$ cat config.mk
export PLATFORM = sky130hd
export DESIGN_NAME = usr_top
export DESIGN_NICKNAME = d
export VERILOG_FILES = /design/src/rtl/usr_pkg.sv /design/src/rtl/usr_bit_mux.sv /design/src/rtl/usr_slice.sv /design/src/rtl/usr_top.sv
export SDC_FILE = /design/constraint.sdc
export NUM_CORES = 1
export LEC_CHECK = 0
export BUFFER_PORTS_ARGS = -buffer_cell sky130_fd_sc_hd__clkbuf_2
export CORE_AREA = 2 2 40 42
export DETAILED_ROUTE_END_ITERATION = 7
export DIE_AREA = 0 0 42 44
export HOLD_SLACK_MARGIN = 0.02
export PLACE_DENSITY = 0.55
export SLEW_MARGIN = 5
export SYNTH_ARGS = -nofsm -noshare
export SYNTH_HDL_FRONTEND = slang
export SYNTH_HIERARCHICAL = 1
export SYNTH_SLANG_ARGS = --single-unit
$ cat constraint.sdc
create_clock -name clk -period 1.47 [get_ports clk]
set_clock_uncertainty 0.05 [all_clocks]
set_input_delay 0.147 -clock clk [delete_from_list [all_inputs] [get_ports clk]]
set_output_delay 0.147 -clock clk [all_outputs]
set_load 0.02 [all_outputs]
$ cat src/rtl/usr_pkg.sv
// Package usr_pkg
// Holds the shared mode encoding of the universal shift register.
// Assumes a two-bit mode bus driven by the user of the block.
package usr_pkg;

    typedef enum logic [1:0] {
        MODE_HOLD = 2'b00,
        MODE_SHR  = 2'b01,   // toward high index, fill_lo enters bit 0
        MODE_SHL  = 2'b10,   // toward low index, fill_hi enters top bit
        MODE_LOAD = 2'b11
    } usr_mode_e;

endpackage

$ cat src/rtl/usr_bit_mux.sv
// Module usr_bit_mux
// Picks the next value of one register bit from the mode and clear.
// Assumes the neighbour bits, or the serial fills at the ends, are supplied
// by the enclosing slice. Clear wins over every mode.
module usr_bit_mux
    import usr_pkg::*;
(
    input  logic      clear_n,
    input  usr_mode_e mode,
    input  logic      cur_bit,
    input  logic      load_bit,
    input  logic      from_above,
    input  logic      from_below,
    output logic      next_bit
);

    // Purpose: select next bit value with clear taking priority.
    always_comb begin
        if (!clear_n) begin
            next_bit = 1'b0;
        end else begin
            unique case (mode)
                MODE_LOAD: next_bit = load_bit;
                MODE_SHL:  next_bit = from_above;
                MODE_SHR:  next_bit = from_below;
                default:   next_bit = cur_bit;
            endcase
        end
    end

endmodule

$ cat src/rtl/usr_slice.sv
// Module usr_slice
// One SLICE_W-bit section of the shift register: a selector per bit and
// the flip-flops. Assumes the end-bit neighbours arrive on fill_hi/fill_lo,
// either from the outside world or from an adjacent slice.
module usr_slice
    import usr_pkg::*;
#(
    parameter int SLICE_W = 4
) (
    input  logic               clk,
    input  logic               clear_n,
    input  usr_mode_e          mode,
    input  logic               fill_hi,
    input  logic               fill_lo,
    input  logic [SLICE_W-1:0] din,
    output logic [SLICE_W-1:0] q
);

    localparam int TOP = SLICE_W - 1;

    logic [SLICE_W-1:0] above;
    logic [SLICE_W-1:0] below;
    logic [SLICE_W-1:0] nxt;

    for (genvar i = 0; i < SLICE_W; i++) begin : g_bit
        // Neighbour wiring: end bits take the serial fills.
        if (i == TOP) begin : g_top
            assign above[i] = fill_hi;
        end else begin : g_mid_a
            assign above[i] = q[i+1];
        end
        if (i == 0) begin : g_bot
            assign below[i] = fill_lo;
        end else begin : g_mid_b
            assign below[i] = q[i-1];
        end

        usr_bit_mux u_mux (
            .clear_n   (clear_n),
            .mode      (mode),
            .cur_bit   (q[i]),
            .load_bit  (din[i]),
            .from_above(above[i]),
            .from_below(below[i]),
            .next_bit  (nxt[i])
        );
    end

    // Purpose: capture the selected next state on the rising edge.
    always_ff @(posedge clk) begin
        q <= nxt;
    end

endmodule

$ cat src/rtl/usr_top.sv
// Module usr_top
// Universal shift register built from SLICES chained slices of SLICE_W bits.
// Assumes all control is synchronous to clk. Slice k holds bits
// [k*SLICE_W +: SLICE_W]. Adjacent slices exchange their boundary bits so
// that a shift crosses slice borders in both directions.
module usr_top
    import usr_pkg::*;
#(
    parameter int SLICES  = 2,
    parameter int SLICE_W = 4
) (
    input  logic                        clk,
    input  logic                        clear_n,
    input  logic [1:0]                  mode,
    input  logic                        fill_hi,
    input  logic                        fill_lo,
    input  logic [SLICES*SLICE_W-1:0]   data_in,
    output logic [SLICES*SLICE_W-1:0]   data_out
);

    localparam int W = SLICES * SLICE_W;

    usr_mode_e         mode_e;
    logic [SLICES-1:0] link_hi;
    logic [SLICES-1:0] link_lo;

    // Purpose: map the raw mode bus onto the shared enum.
    always_comb begin
        mode_e = usr_mode_e'(mode);
    end

    for (genvar k = 0; k < SLICES; k++) begin : g_slice
        // Chain wiring: the top slice takes the external high fill, the
        // others take the lowest bit of the slice above them.
        if (k == SLICES - 1) begin : g_hi_ext
            assign link_hi[k] = fill_hi;
        end else begin : g_hi_chain
            assign link_hi[k] = data_out[(k+1)*SLICE_W];
        end
        // The bottom slice takes the external low fill, the others take
        // the top bit of the slice below them.
        if (k == 0) begin : g_lo_ext
            assign link_lo[k] = fill_lo;
        end else begin : g_lo_chain
            assign link_lo[k] = data_out[k*SLICE_W-1];
        end

        usr_slice #(.SLICE_W(SLICE_W)) u_slice (
            .clk    (clk),
            .clear_n(clear_n),
            .mode   (mode_e),
            .fill_hi(link_hi[k]),
            .fill_lo(link_lo[k]),
            .din    (data_in[k*SLICE_W +: SLICE_W]),
            .q      (data_out[k*SLICE_W +: SLICE_W])
        );
    end

endmodule

==> out/metrics.yaml <==
worst_r2r_path_cells: 2
min_delay_worst_endpoint: "g_slice[0].u_slice/q[1]"
setup_viol: 0
crit_fanout: 4
post_cts.resized_instances: 0
grt_start_max_net_pins: 9
grt_setup_unrepaired: "no"
drt_pre_antenna_iters: 2
floorplan.rows: 14
area.growth.synth_to_final_pct: 37.8
yosys.cell_types.count: 3
cts.reportedPaths.clkPinSlew_ns: 0.05
postLayoutSetupSlackWorst_ns: 0.365
synth_area_sq_um: 390
rr_startpoint: "g_slice[1].u_slice/q[1]"
yosys.area.top_type_share: 0.462
max_cap_violations: 0
grt_util_all_layers: 0.108
floorplan.die.width_um: 42
critical_path.max_stage_delay_ns: 0.45
start_util: 0.275
cts_hold_repair.buffers: 0
period_minus_slack_ns: 1.10
grt_pass1_vias: 332
layout_common_cells: "sky130_fd_sc_hd__clkbuf_2 (21), sky130_fd_sc_hd__mux4_2 (8), sky130_fd_sc_hd__and2_1 (8), sky130_fd_sc_hd__dfxtp_1 (8), sky130_fd_sc_hd__clkbuf_4 (3)"
drt_drc_violations_left: 0
hold-path-cell-count: 2
gpl.final_weighted_congestion: 0.631
detailedRoute.firstIterationViolations: 5
final_min_period_over_clock_period: 0.752
layout_top_registers: "g_slice.u_slice/q (8)"
die_h_um: 44
achievable-frequency_mhz: 905
placement.io_buffers: 21
post-cts-setup-buffers: 0
cts.htree.levels: 1
antenna_found_initial: 0
final_report_hold_violation_count: 0
finish.net_count: 64
max_slew_margin: 0.813
status: "finished, final reports clean"
tritoncts_num_sinks: 8
cellLeakagePower_nw: 0.246
grt_overflow: 0
hold_start: "clear_n"
crit-reg2reg-capture: "g_slice[1].u_slice/q[2]"
synth.yosys.warnings: 6
synth.net_count: 38
n_antenna_cell: 0
setup.worst_path.class: "reg -> reg"
place_hpwl_um: 639
largest-register: "g_slice.u_slice/q"
layout_commonest_cell: "sky130_fd_sc_hd__clkbuf_2"
setup_tns_ns: 0
setup.reg_to_reg.worst_slack_ns: 0.37
clock_insertion_delay_worst_skew_ns: 0.24
placement.setup.worst_slack_ns: 0.188
grt_first_pass_wirelength_um: 1410
largest_register_ffs: 8
antenna_left: 0
boundaryPins: 22
critical_path_required_ns: 1.56
endpoint_kind: "register"
power.density_mw_per_mm2: 940
detailed_route_wire_length_um: 798
power_w: 0.000506
fp.dieArea_sq_mm: 0.00185
peak_supply_drop_mv: 0.299
route.vias.total: 310
drive_gt1_frac: 0.667
slew_violations: 0
clock_buffer_count_from_cts: 3
worst_path_max_delay_cell: "sky130_fd_sc_hd__mux4_2"
timing.hold.worst.class: "in -> reg"
synth_top_cell_by_area: "sky130_fd_sc_hd__mux4_2"
via_cell_ratio: 4.84
detailed_place.area_sq_um: 515
tritoncts: "yes"
finish.instance_area_sq_um: 538
syn_inst: 24
worst_pin_slew_ns: 0.280
path_cells: "mux4_2 -> and2_1"
coreArea_sq_mm: 0.00142
synthesis.area_per_instance_sq_um: 16.3
clock-root-buffer: "sky130_fd_sc_hd__clkbuf_4"
cts_buffer_depth: 2
synth_area_leaders: "sky130_fd_sc_hd__mux4_2 (46%), sky130_fd_sc_hd__dfxtp_1 (41%), sky130_fd_sc_hd__and2_1 (13%)"
worstPathArrival_ns: 1.19
synth.yosys.seq_area_share: 0.410
setup.worst_path.start_class: "register"
flip_flop_and_latch_count_after_synthesis: 8
final_util: 0.379
wl_per_cell_um: 12.5
-- worst max-delay path: cells and delay by family, from the launching register on --
kind | cells | cell delay (ns)
flops | 1 | 0.34
mux | 1 | 0.45
simple gates | 1 | 0.16
-- per-stage QoR --
stage	hold slack [ns]	instances
floorplan	0.219	24
global placement	0.418	61
detailed placement	0.426	61
CTS	0.168	64
global route	0.189	64
finish	0.165	64
-- power breakdown --
part	total, W	internal (W)	switching [W]
clock network	0.000162	0.0000931	0.0000694
logic	0.000100	0.0000590	0.0000415
registers	0.000243	0.000231	0.0000122
total	0.000506	0.000383	0.000123
-- how the worst max path moves through the flow --
stage                                  startpoint                       to  slack, ns  depth (start not counted)
after global routing      g_slice[1].u_slice/q[1]  g_slice[1].u_slice/q[2]       0.32                          2
after detailed placement                  mode[1]  g_slice[0].u_slice/q[1]       0.19                          3
after CTS                 g_slice[0].u_slice/q[2]  g_slice[0].u_slice/q[3]       0.36                          2
after floorplan           g_slice[0].u_slice/q[1]  g_slice[0].u_slice/q[2]       0.33                          2
after global placement                    mode[1]  g_slice[1].u_slice/q[0]       0.19                          3
final                     g_slice[1].u_slice/q[1]  g_slice[1].u_slice/q[2]       0.37                          2
-- kinds of logic after synthesis --
kind of cell | share of synthesized area
mux | 0.462
flops | 0.410
simple gates | 0.128
-- cells in the mapped netlist --
cell and n:
sky130_fd_sc_hd__and2_1 8, sky130_fd_sc_hd__dfxtp_1 8, sky130_fd_sc_hd__mux4_2 8
-- per-layer routing --
layer | wire, um | part of all wire | vias up | GRT usage
met5 | 0 | 0 | - | 0
met4 | 0 | 0 | 0 | 0.0581
met3 | 102 | 0.13 | 0 | 0.0500
met2 | 323 | 0.40 | 19 | 0.163
met1 | 372 | 0.47 | 146 | 0.128
li1 | - | - | 145 | -
-- area by class of cell --
class                   count  area (sq um)
clock buffers               3          22.5
fillers                   145           881
multi-input cells          16           230
repair buffers             21           105
flip-flops and latches      8           160
well taps                  16          20.0
No activity file was read; power rests on OpenSTA's default activity.
